<file path="config.mk">
export PLATFORM = sky130hd
export DESIGN_NAME = extcap_walker
export DESIGN_NICKNAME = d
export VERILOG_FILES = /design/src/rtl/extcap_pkg.sv /design/src/rtl/extcap_req_check.sv /design/src/rtl/extcap_ptr_check.sv /design/src/rtl/extcap_visit_ctr.sv /design/src/rtl/extcap_walker.sv
export SDC_FILE = /design/constraint.sdc
export NUM_CORES = 1
export LEC_CHECK = 0
export BUFFER_PORTS_ARGS = -buffer_cell sky130_fd_sc_hd__buf_2
export CORE_MARGIN = 2
export CORE_UTILIZATION = 35
export DETAILED_ROUTE_END_ITERATION = 7
export PLACE_DENSITY = 0.51
export SYNTH_ARGS = -nofsm -noshare
export SYNTH_HDL_FRONTEND = slang
export SYNTH_HIERARCHICAL = 1
export SYNTH_SLANG_ARGS = --single-unit
</file>
<file path="constraint.sdc">
create_clock -name clk -period 6 [get_ports clk]
set_input_delay 1.8 -clock clk [delete_from_list [all_inputs] [get_ports clk]]
set_output_delay 1.8 -clock clk [all_outputs]
set_load 0.05 [all_outputs]
</file>
<file path="src/rtl/extcap_pkg.sv">
package extcap_pkg;
  localparam int PTR_W   = 12;
  localparam int ID_W    = 16;
  localparam int VER_W   = 4;
  localparam int SPACE_B = 1 << PTR_W;

  typedef struct packed {
    logic [PTR_W-1:0] nxt;
    logic [VER_W-1:0] ver;
    logic [ID_W-1:0]  id;
  } ext_hdr_t;

  typedef enum logic [2:0] {
    ST_IDLE    = 3'd0,
    ST_READ    = 3'd1,
    ST_CMP     = 3'd2,
    ST_WR_TAIL = 3'd3,
    ST_WR_NEW  = 3'd4
  } walk_state_e;
endpackage

</file>
<file path="src/rtl/extcap_req_check.sv">
module extcap_req_check
  import extcap_pkg::*;
#(
  parameter int BASE_OFF = 256
) (
  input  logic [PTR_W-1:0] offset,
  input  logic [PTR_W:0]   size,
  output logic             req_ok
);
  localparam int SUM_W = PTR_W + 2;
  logic [SUM_W-1:0] end_b;

  always_comb begin
    end_b  = SUM_W'(offset) + SUM_W'(size);
    req_ok = (size >= (PTR_W+1)'(8)) &&
             (offset >= PTR_W'(BASE_OFF)) &&
             (offset[1:0] == 2'b00) &&
             (end_b < SUM_W'(SPACE_B));
  end
endmodule

</file>
<file path="src/rtl/extcap_ptr_check.sv">
module extcap_ptr_check
  import extcap_pkg::*;
#(
  parameter int BASE_OFF = 256
) (
  input  logic [PTR_W-1:0] ptr,
  output logic             ptr_ok
);
  localparam int LAST_OFF = SPACE_B - 8;

  always_comb begin
    ptr_ok = (ptr[1:0] == 2'b00) &&
             (ptr >= PTR_W'(BASE_OFF)) &&
             ({1'b0, ptr} <= (PTR_W+1)'(LAST_OFF));
  end
endmodule

</file>
<file path="src/rtl/extcap_visit_ctr.sv">
module extcap_visit_ctr #(
  parameter int MAX_VISITS = 1024
) (
  input  logic clk,
  input  logic rst_n,
  input  logic clr,
  input  logic inc,
  output logic at_limit
);
  localparam int CW = $clog2(MAX_VISITS + 1);
  logic [CW-1:0] cnt_q, cnt_d;
  logic          cnt_en;

  always_comb begin
    cnt_en = clr | inc;
    cnt_d  = clr ? '0 : cnt_q + CW'(1);
  end

  always_ff @(posedge clk or negedge rst_n) begin
    if (!rst_n)      cnt_q <= '0;
    else if (cnt_en) cnt_q <= cnt_d;
  end

  assign at_limit = (cnt_q == CW'(MAX_VISITS - 1));
endmodule

</file>
<file path="src/rtl/extcap_walker.sv">
module extcap_walker
  import extcap_pkg::*;
#(
  parameter int BASE_OFF   = 256,
  parameter int MAX_VISITS = 1024
) (
  input  logic              clk,
  input  logic              rst_n,
  input  logic              cmd_valid,
  input  logic              cmd_append,
  input  logic [ID_W-1:0]   cmd_id,
  input  logic [VER_W-1:0]  cmd_ver,
  input  logic [PTR_W-1:0]  cmd_offset,
  input  logic [PTR_W:0]    cmd_size,
  output logic              busy,
  output logic              done,
  output logic [PTR_W-1:0]  res_offset,
  output logic [PTR_W-1:0]  res_prev,
  output logic              res_err,
  output logic              mem_rd_en,
  output logic              mem_wr_en,
  output logic [PTR_W-1:0]  mem_addr,
  output logic [31:0]       mem_wr_data,
  input  logic [31:0]       mem_rd_data
);
  localparam logic [PTR_W-1:0] BASE = PTR_W'(BASE_OFF);

  walk_state_e      st_q, st_d;
  logic             app_q, app_d;
  logic [ID_W-1:0]  srch_q, srch_d, id_q, id_d;
  logic [VER_W-1:0] ver_q, ver_d;
  logic [PTR_W-1:0] off_q, off_d, cur_q, cur_d, prev_q, prev_d;
  ext_hdr_t         hdr_q, hdr_d, rd_hdr;
  logic [PTR_W-1:0] roff_q, roff_d, rprev_q, rprev_d;
  logic             err_q, err_d, done_q, done_d;
  logic             ctx_en, walk_en, res_en;
  logic             req_ok, ptr_ok, at_limit, cnt_clr, cnt_inc;

  assign rd_hdr = ext_hdr_t'(mem_rd_data);

  extcap_req_check #(.BASE_OFF(BASE_OFF)) u_req (
    .offset(cmd_offset), .size(cmd_size), .req_ok(req_ok)
  );

  extcap_ptr_check #(.BASE_OFF(BASE_OFF)) u_ptr (
    .ptr(rd_hdr.nxt), .ptr_ok(ptr_ok)
  );

  extcap_visit_ctr #(.MAX_VISITS(MAX_VISITS)) u_cnt (
    .clk(clk), .rst_n(rst_n), .clr(cnt_clr), .inc(cnt_inc), .at_limit(at_limit)
  );

  // next-state logic
  always_comb begin
    st_d        = st_q;
    app_d       = app_q;
    srch_d      = srch_q;
    id_d        = id_q;
    ver_d       = ver_q;
    off_d       = off_q;
    cur_d       = cur_q;
    prev_d      = prev_q;
    hdr_d       = hdr_q;
    roff_d      = roff_q;
    rprev_d     = rprev_q;
    err_d       = err_q;
    done_d      = 1'b0;
    ctx_en      = 1'b0;
    walk_en     = 1'b0;
    res_en      = 1'b0;
    cnt_clr     = 1'b0;
    cnt_inc     = 1'b0;
    mem_rd_en   = 1'b0;
    mem_wr_en   = 1'b0;
    mem_addr    = cur_q;
    mem_wr_data = '0;

    unique case (st_q)
      ST_IDLE: begin
        if (cmd_valid) begin
          if (cmd_append && !req_ok) begin
            res_en  = 1'b1;
            done_d  = 1'b1;
            err_d   = 1'b1;
            roff_d  = '0;
            rprev_d = '0;
          end else begin
            ctx_en  = 1'b1;
            walk_en = 1'b1;
            cnt_clr = 1'b1;
            app_d   = cmd_append;
            srch_d  = cmd_append ? '0 : cmd_id;
            id_d    = cmd_id;
            ver_d   = cmd_ver;
            off_d   = cmd_offset;
            cur_d   = BASE;
            prev_d  = '0;
            st_d    = ST_READ;
          end
        end
      end

      ST_READ: begin
        mem_rd_en = 1'b1;
        mem_addr  = cur_q;
        st_d      = ST_CMP;
      end

      ST_CMP: begin
        walk_en = 1'b1;
        hdr_d   = rd_hdr;
        if (app_q && (off_q == BASE)) begin
          st_d = ST_WR_NEW;
        end else if ((cur_q == BASE) && (mem_rd_data == '0)) begin
          // empty chain
          res_en  = 1'b1;
          done_d  = 1'b1;
          err_d   = app_q;
          roff_d  = '0;
          rprev_d = '0;
          st_d    = ST_IDLE;
        end else if (rd_hdr.id == srch_q) begin
          res_en  = 1'b1;
          done_d  = 1'b1;
          err_d   = app_q;
          roff_d  = app_q ? '0 : cur_q;
          rprev_d = app_q ? '0 : prev_q;
          st_d    = ST_IDLE;
        end else if (rd_hdr.nxt == '0) begin
          if (app_q) begin
            st_d = ST_WR_TAIL;
          end else begin
            res_en  = 1'b1;
            done_d  = 1'b1;
            err_d   = 1'b0;
            roff_d  = '0;
            rprev_d = cur_q;
            st_d    = ST_IDLE;
          end
        end else if (!ptr_ok || at_limit) begin
          res_en  = 1'b1;
          done_d  = 1'b1;
          err_d   = 1'b1;
          roff_d  = '0;
          rprev_d = '0;
          st_d    = ST_IDLE;
        end else begin
          cnt_inc = 1'b1;
          prev_d  = cur_q;
          cur_d   = rd_hdr.nxt;
          st_d    = ST_READ;
        end
      end

      ST_WR_TAIL: begin
        mem_wr_en   = 1'b1;
        mem_addr    = cur_q;
        mem_wr_data = {off_q, hdr_q.ver, hdr_q.id};
        st_d        = ST_WR_NEW;
      end

      ST_WR_NEW: begin
        mem_wr_en   = 1'b1;
        mem_addr    = off_q;
        mem_wr_data = {((off_q == BASE) ? hdr_q.nxt : {PTR_W{1'b0}}), ver_q, id_q};
        res_en      = 1'b1;
        done_d      = 1'b1;
        err_d       = 1'b0;
        roff_d      = off_q;
        rprev_d     = (off_q == BASE) ? '0 : cur_q;
        st_d        = ST_IDLE;
      end

      default: st_d = ST_IDLE;
    endcase
  end

  // registers
  always_ff @(posedge clk or negedge rst_n) begin
    if (!rst_n) begin
      st_q   <= ST_IDLE;
      done_q <= 1'b0;
    end else begin
      st_q   <= st_d;
      done_q <= done_d;
    end
  end

  always_ff @(posedge clk or negedge rst_n) begin
    if (!rst_n) begin
      app_q  <= 1'b0;
      srch_q <= '0;
      id_q   <= '0;
      ver_q  <= '0;
      off_q  <= '0;
    end else if (ctx_en) begin
      app_q  <= app_d;
      srch_q <= srch_d;
      id_q   <= id_d;
      ver_q  <= ver_d;
      off_q  <= off_d;
    end
  end

  always_ff @(posedge clk or negedge rst_n) begin
    if (!rst_n) begin
      cur_q  <= '0;
      prev_q <= '0;
      hdr_q  <= '0;
    end else if (walk_en) begin
      cur_q  <= cur_d;
      prev_q <= prev_d;
      hdr_q  <= hdr_d;
    end
  end

  always_ff @(posedge clk or negedge rst_n) begin
    if (!rst_n) begin
      roff_q  <= '0;
      rprev_q <= '0;
      err_q   <= 1'b0;
    end else if (res_en) begin
      roff_q  <= roff_d;
      rprev_q <= rprev_d;
      err_q   <= err_d;
    end
  end

  assign busy       = (st_q != ST_IDLE);
  assign done       = done_q;
  assign res_offset = roff_q;
  assign res_prev   = rprev_q;
  assign res_err    = err_q;
endmodule

</file>
==> impl_results.md <==
- Drt drc: 0
- Met2 Use GR: 31.56%
- Syn Area/Cell: 10.61 µm²
- ANT nets after route: 0
- Worst-Margin Slew: 1.054 ns
- Post-CTS Setup Repair Bufs: 0
- Post-synth top area share: 48.99%
- Initial antenna violation count: 4
- Clock skew: 0.007055 ns
- H-tree levels: 4
- Largest net degree at the start of global routing: 101
- Vias in the first global route: 5,865
- CTS tree: built
- Post-synth ARST share: 100.0%
- Post-DR wirelength/cell: 18.77 µm
- # fillers: 2,016
- Total grt overflow: 0
- Vias: 5,815
- Area grow syn2layout: 22.39%
- Clock insertion delay at the later pin of the skew report: 0.42 ns
- Dpl cells: 1,096
- Met1 Usage GRT: 27.05%
- Total Wirelength: 21,250 µm
- Final Cell Area: 0.009064 mm²
- Aggregate global-route resource usage: 19.68%
- Post-Place Cell Area: 0.008391 mm²
- Largest cells by area after synthesis: dfrtp_1 (49%), mux2_2 (7.5%), nand2_1 (6.8%)
- Placer Congestion: 0.8540
- Min cycle time layout: 4.762 ns
- Layer with the highest usage: met2
- DP HPWL: 15,260 µm
- Pre-CTS setup slack: 0.9432 ns
- CTS Hold Bufs: 0
- Top-count cell post-synth: dfrtp_1
- Total power: 3.405 mW
- Reg clk slew, reported paths: 0.06 ns
- Status: finished, final reports clean
- EDFF count, synth: 0
- Seq cells post-synth: 145
- Layout net count: 933
- Critical path peak fanout: 17
- Slew margin rel.: 29.71%
- Post-Syn Nets: 791
- Critical Path End Type: output pin
- Global Route met3 Usage: 4.451%
- Pins over their slew limit: 0
- Site Rows: 53
- First-pass GRT wire length: 33,310 µm
- Post-Layout Cell Count: 1,132
- Post-synthesis sequential area ratio: 48.99%
- Critical Path RT: 4.20 ns
- Initial Utilization: 35.45%
- Crit path arrival time: 2.96 ns
- Core ar.: 0.02089 mm²
- Tcrit/Tclk final: 79.37%
- Die Ht: 149.5 µm
- Post-synth top cells: dfrtp_1 (145), nand2_1 (135), mux2_2 (49)
- Final Hold Fails: 0
- Die ar.: 0.02234 mm²
- CTS sink cnt: 145
- Mapped cell area: 0.007406 mm²
- VDD IR-drop max: 0.2214 mV
- Leading area contributor after synthesis: dfrtp_1
- CTS resizes: 0
- Fmax achieved: 0.2100 GHz
- Core Util, Final: 43.39%
- Crit start category: flop
- Port Buffer Count: 153
- Share of post-route cells with drive strength above 1: 33.53%
- Final setup margin: 1.238 ns
- Deepest clock path buffer count: 2
- Final setup vio count: 0
- DRT Pass-1 Iters: 4
- Vias/cell: 5.137
- Mapped Cells: 698
- Unique cell type count in the Yosys netlist: 63
- MaxCap Viol Count: 0
- WHS: 0.4795 ns
- Prevailing post-synth register cell: dfrtp_1
- Hold crit path type: flop to flop
- Pwr dens: 375.7 mW/mm²
- CTS Root Cell: clkbuf_16
- Die width: 149.5 µm
- RSZ-0062 raised after global routing: false
- Total negative setup slack: 0 ns
- Total CTS buffers: 17
- Synth Warn #: 6
- Leak Pwr: 4.465 nW
- I/O pin total: 154
- Drt initial violations: 324
- Worst Setup Path Type: flop to output pin
## routing by layer
metal / part of all wire (%) / vias to the layer above
li1: - / 2760
met1: 46 / 2910
met2: 49 / 131
met3: 4.4 / 14
met4: 1.1 / 0
met5: 0 / -
## worst max-delay path, stage by stage (launching register included)
cell	delay, ns
dfrtp_1	0.55
nor2_1	0.29
nand2_1	0.39
nor2_1	0.76
a22o_1	0.27
buf_2	0.27
## sequential cells by signal, indices dropped and copies added, names as in the netlist, 3 cells and up
signal and flops:
off_q 12, res_offset 12, st_q 3, id_q 16, u_cnt/cnt_q 11, srch_q 16
cur_q 12, prev_q 12, res_prev 12, hdr_q 32, ver_q 4
## layout by cell type (no fill, tap or decap), drive strengths merged, types with 4 or more instances in the layout
cell type  synthesis  final
buf               16    160
dfrtp            145    145
nand2            136    136
mux2              56     56
a22o              44     44
o21ai             37     37
inv               32     34
nor4              22     22
clkbuf            21     20
nand2b            19     19
xor2              18     18
mux2i             16     16
nor2              14     14
and3              13     13
a21o              13     13
ha                12     12
a21oi             12     12
a22oi             12     12
nand4             10     10
nand3              6      6
nor3               5      5
bufinv             0      5
diode              0      4
## final timing paths
check,startpoint,slack [ns],cells past startpoint,end
hold / removal,hdr_q[4]$_DFFE_PN0P_,0.48,2,hdr_q[4]$_DFFE_PN0P_
setup / recovery,st_q[1]$_DFFE_PN0P_,1.24,5,mem_wr_data[20]
max in group asynchronous,rst_n,3.33,2,u_cnt/cnt_q[8]$_DFFE_PN0P_
hold reg to reg,hdr_q[4]$_DFFE_PN0P_,0.48,2,hdr_q[4]$_DFFE_PN0P_
setup reg to reg,cur_q[7]$_DFFE_PN0P_,2.83,6,res_prev[1]$_DFFE_PN0P_
min in group asynchronous,rst_n,1.50,1,res_prev[2]$_DFFE_PN0P_
## where the power goes
group,internal [mW],total (mW),switching (mW)
Combinational,0.290,0.781,0.491
Clock,0.752,1.17,0.421
Sequential,1.23,1.45,0.221
## logic make-up (layout without fill, tap and decap cells)
| logic type | after synthesis | count (layout) | share of synthesized area (%) |
|---|---|---|---|
| AOI/OAI and AO/OA | 134 | 134 | 14.50 |
| xor gates and xnor gates | 20 | 20 | 2.365 |
| adders and majority gates | 12 | 12 | 2.027 |
| buffers and inverters | 69 | 224 | 4.122 |
| DFF | 145 | 145 | 48.99 |
| muxes | 72 | 72 | 11.03 |
| other | 0 | 4 | 0 |
| and+or+nand+nor | 246 | 246 | 16.96 |
## layout make-up
class	count	area (µm²)	area share, %
flip-flops and latches	145	3628	40.03
multi-input cells	484	3485	38.45
repair buffers	160	824.5	9.097
clock buffers	20	446.7	4.928
well taps	275	344.1	3.796
clock inverters	12	205.2	2.264
inverters	32	120.1	1.325
diodes	4	10.01	0.1104
Note: power is estimated with default switching activity, not from simulation.
